[src/rtl/rxstat_pkg.sv]
package rxstat_pkg;

    localparam int NUM_CNT  = 3;
    localparam int DATA_W   = 32;
    localparam int WORD_B   = 4;

    typedef enum logic [1:0] {
        SEL_CRC   = 2'd0,
        SEL_RXER  = 2'd1,
        SEL_SHORT = 2'd2
    } cnt_sel_e;

    typedef enum logic {
        ER_LOW  = 1'b0,
        ER_HIGH = 1'b1
    } er_state_e;

    typedef enum logic {
        CNT_RUN  = 1'b0,
        CNT_FULL = 1'b1
    } cnt_state_e;

endpackage

[src/rtl/rxstat_edge_fsm.sv]
module rxstat_edge_fsm
    import rxstat_pkg::*;
(
    input  logic clk,
    input  logic rst_n,
    input  logic er_in,
    output logic er_rise
);

    logic      er_q;
    er_state_e state_q;
    er_state_e state_d;

    always_ff @(posedge clk or negedge rst_n) begin
        if (!rst_n) begin
            er_q    <= 1'b0;
            state_q <= ER_LOW;
        end else begin
            er_q    <= er_in;
            state_q <= state_d;
        end
    end

    always_comb begin
        state_d = state_q;
        unique case (state_q)
            ER_LOW:  if (er_q)  state_d = ER_HIGH;
            ER_HIGH: if (!er_q) state_d = ER_LOW;
            default: state_d = ER_LOW;
        endcase
    end

    always_comb begin
        er_rise = (state_q == ER_LOW) && er_q;
    end

endmodule

[src/rtl/rxstat_sat_counter.sv]
module rxstat_sat_counter
    import rxstat_pkg::*;
#(
    parameter int CNT_W = 32
) (
    input  logic             clk,
    input  logic             rst_n,
    input  logic             inc,
    input  logic             clr,
    output logic [CNT_W-1:0] value
);

    localparam logic [CNT_W-1:0] NEAR_FULL = {{(CNT_W-1){1'b1}}, 1'b0};

    cnt_state_e       state_q;
    cnt_state_e       state_d;
    logic [CNT_W-1:0] val_q;
    logic [CNT_W-1:0] val_d;

    always_ff @(posedge clk or negedge rst_n) begin
        if (!rst_n) begin
            state_q <= CNT_RUN;
            val_q   <= '0;
        end else begin
            state_q <= state_d;
            val_q   <= val_d;
        end
    end

    always_comb begin
        state_d = state_q;
        val_d   = val_q;
        unique case (state_q)
            CNT_RUN: begin
                if (clr) begin
                    val_d = '0;
                end else if (inc) begin
                    val_d = val_q + 1'b1;
                    if (val_q == NEAR_FULL) state_d = CNT_FULL;
                end
            end
            CNT_FULL: begin
                if (clr) begin
                    val_d   = '0;
                    state_d = CNT_RUN;
                end
            end
            default: begin
                val_d   = '0;
                state_d = CNT_RUN;
            end
        endcase
    end

    always_comb begin
        value = val_q;
    end

endmodule

[src/rtl/rxstat_bus_port.sv]
module rxstat_bus_port
    import rxstat_pkg::*;
#(
    parameter int CNT_W  = 32,
    parameter int ADDR_W = 4
) (
    input  logic                            bus_rd,
    input  logic                            bus_wr,
    input  logic [ADDR_W-1:0]               bus_addr,
    input  logic [NUM_CNT-1:0][CNT_W-1:0]   cnt_vals,
    output logic [NUM_CNT-1:0]              clr,
    output logic [DATA_W-1:0]               rdata
);

    logic [NUM_CNT-1:0] hit;

    for (genvar g = 0; g < NUM_CNT; g++) begin : g_dec
        localparam logic [ADDR_W-1:0] OFFSET = ADDR_W'(WORD_B * g);
        assign hit[g] = (bus_addr == OFFSET);
        assign clr[g] = bus_wr && hit[g];
    end

    always_comb begin
        rdata = '0;
        for (int i = 0; i < NUM_CNT; i++) begin
            if (bus_rd && hit[i]) rdata = rdata | DATA_W'(cnt_vals[i]);
        end
    end

endmodule

[src/rtl/rxstat_counters.sv]
module rxstat_counters
    import rxstat_pkg::*;
#(
    parameter int CNT_W   = 32,
    parameter int ADDR_W  = 4,
    parameter int LEN_W   = 16,
    parameter int MIN_LEN = 64
) (
    input  logic              clk,
    input  logic              rst_n,
    input  logic              rx_frame_done,
    input  logic              rx_crc_bad,
    input  logic [LEN_W-1:0]  rx_byte_len,
    input  logic              phy_rx_er,
    input  logic              bus_rd,
    input  logic              bus_wr,
    input  logic [ADDR_W-1:0] bus_addr,
    output logic [31:0]       bus_rdata
);

    localparam logic [LEN_W-1:0] SHORT_LIMIT = LEN_W'(MIN_LEN);

    logic                          er_rise;
    logic [NUM_CNT-1:0]            cnt_inc;
    logic [NUM_CNT-1:0]            cnt_clr;
    logic [NUM_CNT-1:0][CNT_W-1:0] cnt_vals;

    rxstat_edge_fsm u_edge (
        .clk     (clk),
        .rst_n   (rst_n),
        .er_in   (phy_rx_er),
        .er_rise (er_rise)
    );

    always_comb begin
        cnt_inc            = '0;
        cnt_inc[SEL_CRC]   = rx_frame_done && rx_crc_bad;
        cnt_inc[SEL_RXER]  = er_rise;
        cnt_inc[SEL_SHORT] = rx_frame_done && (rx_byte_len < SHORT_LIMIT);
    end

    for (genvar g = 0; g < NUM_CNT; g++) begin : g_cnt
        rxstat_sat_counter #(.CNT_W(CNT_W)) u_cnt (
            .clk   (clk),
            .rst_n (rst_n),
            .inc   (cnt_inc[g]),
            .clr   (cnt_clr[g]),
            .value (cnt_vals[g])
        );
    end

    rxstat_bus_port #(.CNT_W(CNT_W), .ADDR_W(ADDR_W)) u_bus (
        .bus_rd   (bus_rd),
        .bus_wr   (bus_wr),
        .bus_addr (bus_addr),
        .cnt_vals (cnt_vals),
        .clr      (cnt_clr),
        .rdata    (bus_rdata)
    );

endmodule

[config.mk]
export PLATFORM = sky130hd
export DESIGN_NAME = rxstat_counters
export DESIGN_NICKNAME = d
export VERILOG_FILES = /design/src/rtl/rxstat_pkg.sv /design/src/rtl/rxstat_edge_fsm.sv /design/src/rtl/rxstat_sat_counter.sv /design/src/rtl/rxstat_bus_port.sv /design/src/rtl/rxstat_counters.sv
export SDC_FILE = /design/constraint.sdc
export NUM_CORES = 1
export LEC_CHECK = 0
export BUFFER_PORTS_ARGS = -buffer_cell sky130_fd_sc_hd__buf_4
export CAP_MARGIN = 15
export CORE_MARGIN = 2
export CORE_UTILIZATION = 35
export CTS_CLUSTER_SIZE = 14
export DETAILED_ROUTE_END_ITERATION = 10
export GPL_ROUTABILITY_DRIVEN = 0
export PLACE_DENSITY = 0.6
export REMOVE_ABC_BUFFERS = 1
export SLEW_MARGIN = 20
export SYNTH_ARGS = -nofsm -noshare
export SYNTH_HDL_FRONTEND = slang
export SYNTH_SLANG_ARGS = --single-unit
[constraint.sdc]
create_clock -name clk -period 2.62 [get_ports clk]
set_input_delay 0.393 -clock clk [delete_from_list [all_inputs] [get_ports clk]]
set_output_delay 0.393 -clock clk [all_outputs]
set_load 0.1 [all_outputs]
# Word level (Yosys, flattened, before mapping)
# Index checks and enable logic that the tools add are counted.
# totals
regBits	101
latch_bits	0
ram_bits	0
mem_bits_ro	0
input_bits	27
out_inout_bits	32
wordCells	73
mem_count	0
# classes
addsub	3
n_mul	0
div	0
order_cmp	1
n_eq_ne	11
shift	0
n_mux	31
n_bitwise	6
n_reduce_logical	13
# ops
op	count
two-way mux 32 bit	12
one-hot mux 32 bit (2 select lines)	3
adder 32 x 1 -> 32 bit (second input constant)	3
equality test 32 bit (second input constant)	3
OR 32 bit	2
less-than comparator 16 x 7 -> 1 bit (second input constant)	1
two-way mux 1 bit	13
logical AND 1 bit	9
inequality test 2 x 1 -> 1 bit (second input constant)	3
inequality test 3 x 1 -> 1 bit (second input constant)	2
one-hot mux 1 bit (2 select lines)	3
AND reduction 2 bit	3
equality test 4 x 3 -> 1 bit (second input constant)	1
equality test 4 bit (second input constant)	1
logical NOT 4 bit	1
NOT 1 bit	4
inequality test 3 x 2 -> 1 bit (second input constant)	1

# Logic depth before layout (Yosys ltp)
# logic_depth
word_depth	7
mapped_depth	7
depth_no_buf	6

# By module
# Synthesis repeated with hierarchy kept, for this count alone.
# unflattened
cells_unflattened	669
area_unflattened_um2	6444.9
# by_module_without_submodules
module	instances	cells_each	area_per_inst_um2	seq_area_each_um2
rxstat_sat_counter	3	192	1816.7	825.8
rxstat_bus_port	1	85	898.4	0.0
rxstat_edge_fsm	1	3	63.8	50.0
rxstat_counters	1	5	32.5	0.0

# Least setup slack after synthesis
# OpenSTA, ideal clock, no wires.
# synth_path
path_kind	input -> output
from	in bus_addr[3]
to	out bus_rdata[10]
arrival_time_ns	2.509
t_required_ns	2.227
slack_ns	-0.282
cell_stages	6
n_path_buf	2
path_cell_list	buf_4 clkbuf_1 mux2i_1 nor2_1 a21oi_1 nor2_1
# synth_between
elab_chain_len	7
word_cells_on_any_way	11
classes_between	eq/ne (2); mux (3); bitwise (2); reduce/logical (4)
# synth_lines
item	line	text
from (decl)	rxstat_counters.sv:17	input logic [ADDR_W-1:0] bus_addr,
logical NOT 4 bit	rxstat_bus_port.sv:19	assign hit[g] = (bus_addr == OFFSET);
logical AND 1 bit	rxstat_bus_port.sv:26	if (bus_rd && hit[i]) rdata = rdata | DATA_W'(cnt_vals[i]);
two-way mux 32 bit	rxstat_bus_port.sv:26	
OR 32 bit	rxstat_bus_port.sv:26	
two-way mux 32 bit	rxstat_bus_port.sv:26	
OR 32 bit	rxstat_bus_port.sv:26	
two-way mux 32 bit (*)	rxstat_bus_port.sv:26	
to (decl)	rxstat_counters.sv:18	output logic [31:0] bus_rdata
# Every way passes the cells marked *; elsewhere a longest branch is shown, timed or not.

# Worst setup path in the final report
# layout_path
from	reg g_cnt[2].u_cnt.state_q
to	reg g_cnt[2].u_cnt.val_q[28]
# layout_between
elab_chain_len	3
word_cells_on_any_way	5
classes_between	eq/ne (2); mux (1); bitwise (1); reduce/logical (1)
# layout_lines
item	line	text
from (decl)	rxstat_sat_counter.sv:15	cnt_state_e state_q;
from (signal assigned)	rxstat_sat_counter.sv:25	state_q <= state_d;
NOT 1 bit	rxstat_sat_counter.sv:33	unique case (state_q)
inequality test 3 x 1 -> 1 bit (no line)	-	
AND reduction 2 bit (no line)	-	
to (signal assigned)	rxstat_sat_counter.sv:26	val_q <= val_d;
to (decl)	rxstat_sat_counter.sv:17	logic [CNT_W-1:0] val_q;
# Several ways; a longest one is shown, not always the timed one.
# A chain may end at the register's enable or synchronous reset.

==> results.toml <==
[status]
status = "complete, no violations"

[logic_synthesis]
synth-seq-cells = 101
yosysTopAreaCell = "dfrtp_1"
syn_inst = 697
synth_area_per_cell_um2 = 8.57
ys.flop_type = "dfrtp_1"
synth_top_area_share_pct = 42.3
synth_edf_count = 0
yosys_warnings = 0
yosysUniqueCellTypes = 42
synth.area.top_cells = "dfrtp_1, nor2_1, xor2_1, mux2i_1, xnor2_1"
async_flop_share_pct = 100
synth_area_um2 = 5970
ys_seq_area_share_pct = 42.3

[timing]
setup_violations = 0
rsz0062_at_grt = "no"
hold_viol_final = 0
slew_headroom_pct = 51.7
tightest_slew_ns = 0.725
whs_ns = 0.0896
fin_worst_skew_ns = 0.00660
max_freq_mhz = 448
min_period_ns = 2.23
maxSlewViolCount = 0
timing.final.crit_share_pct = 85.1

[detailed_routing]
initialDrtViolationCount = 374
viasPerCell = 5.18
wire_per_inst_um = 16.0
wirelength_mm = 15.7
drtAntennaViolNets = 0
vias = 5064
dr.pass1.iters = 7
drcViolationCount = 0

[pwr]
clockPowerShare_pct = 34.6
intPower_uw = 2730
p_comb_share_pct = 14.9
p_seq_share_pct = 50.5
swShare_pct = 29.8
leakage_uw = 0.00308
p_sw_uw = 1160
powerDensity_nw_per_um2 = 553
power_uw = 3880
vdd_drop_max_v = 0.000320

[setup_path]
worst_setup_path_end_kind = "register"
setup.worst_path.class = "register to register"
cp.arrival_ns = 2.45
critPathMaxFanout = 19
cp_data_required_time_ns = 2.84
start_kind = "register"

[cells_and_area]
antenna_cells = 0
drive_gt1_share_pct = 14.0
syn_to_final_growth_pct = 17.6
nets = 785
fin_cells = 977

[global_route]
grt_overflow_total = 0
first_global_vias = 4777
track_usage_pct = 17.7
antenna_found_initial = 0
grt_pass1_wl_mm = 25.2
grt_max_degree = 54

[cts]
cts_sinks = 101
cts.repair.resized = 0
path_clk_slew_ns = 0.07
hold_buffers = 0
cts_inserted_buffers = 9
post-cts-setup-buffers = 0
cts_tree = "built"
clk_path_buf_depth = 2
cts.htree.levels = 3
cts_root_buffer = "clkbuf_16"
clock_latency_ns = 0.35

[floorplanning]
io_pins = 59
start_util_pct = 35.9
design.die.area_um2 = 18100
coreArea_um2 = 16600
std_cell_rows = 47
die_y_um = 135
die_x_um = 135

[place]
hpwl_mm = 11.3
dp_cells = 961
port_buffers = 52

[job]
drv_cap = 0

[hold_path]
hold_path_class = "primary input to async pin"
==> worst paths after layout <==
kind / startpoint / end / slack, ns / depth (start not counted)
worst max-delay path: g_cnt[2].u_cnt.state_q / g_cnt[2].u_cnt.value[28] / 0.39 / 6
worst min-delay path: rst_n / g_cnt[1].u_cnt.value[24] / 0.09 / 1
worst max register to register: g_cnt[2].u_cnt.state_q / g_cnt[2].u_cnt.value[28] / 0.39 / 6
worst min register to register: u_edge.er_q / u_edge.state_q / 0.40 / 0
max in group asynchronous: rst_n / g_cnt[0].u_cnt.value[11] / 1.84 / 2
min in group clk: phy_rx_er / u_edge.er_q / 0.14 / 1
==> power by group through the flow <==
| stage | registers [µW] | logic [µW] | clock network [µW] |
|---|---|---|---|
| 6_report | 1960 | 580 | 1340 |
| 5_1_grt | 1990 | 661 | 1440 |
| 4_1_cts | 1960 | 587 | 1380 |
| 3_5_place_dp | 1990 | 582 | 0 |
| 3_3_place_gp | 1980 | 569 | 0 |
| 2_1_floorplan | 1920 | 395 | 0 |
==> metrics by stage <==
step | instance area, µm² | setup WS [ns] | TNS (ns) | util [%]
floorplan | 5830 | -0.711 | -26.97 | -
global placement | 6730 | 0.259 | 0 | 40.4
detailed placement | 6730 | 0.233 | 0 | 40.4
CTS | 7020 | 0.363 | 0 | 42.2
global route | 7020 | 0.225 | 0 | 42.2
finish | 7020 | 0.389 | 0 | 42.2
==> area by class of cell <==
type / count / area [µm²]
fill: 1639 / 9620
multi-input combinational: 547 / 3260
sequential: 101 / 2530
timing repair buffer: 78 / 611
tap: 220 / 275
clock buffer: 11 / 243
inverter: 15 / 56.3
clock inverter: 5 / 50.0
==> cells in the mapped netlist, drive strengths merged (3+ instances only) <==
library cell / instances
ha: 6
clkbuf: 30
and3: 9
nor4: 14
buf: 4
o21ai: 7
xnor2: 29
nor3: 21
nand4: 40
nand2: 34
dfrtp: 101
or2: 3
xor2: 54
nand3: 44
and2: 5
or4: 5
and4: 6
nor2: 170
mux2i: 32
or3: 8
inv: 15
a21oi: 44
==> cell usage in the layout (no fill, tap or decap), drive strengths merged, types with 2 or more instances in the layout <==
cell and n:
buf 78, or4 5, and2 5, nand4 40, a31oi 2, xor2 54
and4 6, nor3b 2, nand3 44, o31ai 2, or3 8, nand2 34
nor4 14, xnor2 29, nor2 170, dfrtp 101, clkinv 4, inv 15
and3 9, clkbuf 11, o21ai 7, a21oi 44, mux2i 32, a211oi 2
nor3 21, or2 3, ha 6
==> registers in the layout, summed over array words and instances, names as in the netlist <==
signal	cells
g_cnt.u_cnt.value	96
u_edge.er_q	1
u_edge.state_q	1
g_cnt.u_cnt.state_q	3
==> worst max-delay path, stage by stage (launching register included) <==
cell	delay, ns
dfrtp_1	0.37
or4b_1	0.60
or3_1	0.34
buf_4	0.22
nor4_1	0.36
xnor2_1	0.16
nor2_1	0.06
==> kinds of logic after synthesis <==
| family | after synthesis | share of synthesized area (%) |
|---|---|---|
| simple gates | 369 | 30.6 |
| xor+xnor | 83 | 12.2 |
| buf+inv | 49 | 3.33 |
| flops | 101 | 42.3 |
| fa+ha+maj | 6 | 1.26 |
| compound gates | 57 | 4.99 |
| mux | 32 | 5.36 |
==> routing by layer <==
metal	vias up	track usage (%)	routed length, µm
li1	2515	-	-
met1	2428	25.4	7540
met4	0	3.74	209
met2	107	27.3	7210
met3	14	4.20	724
met5	-	0	0
(Power assumes the default switching activity.)
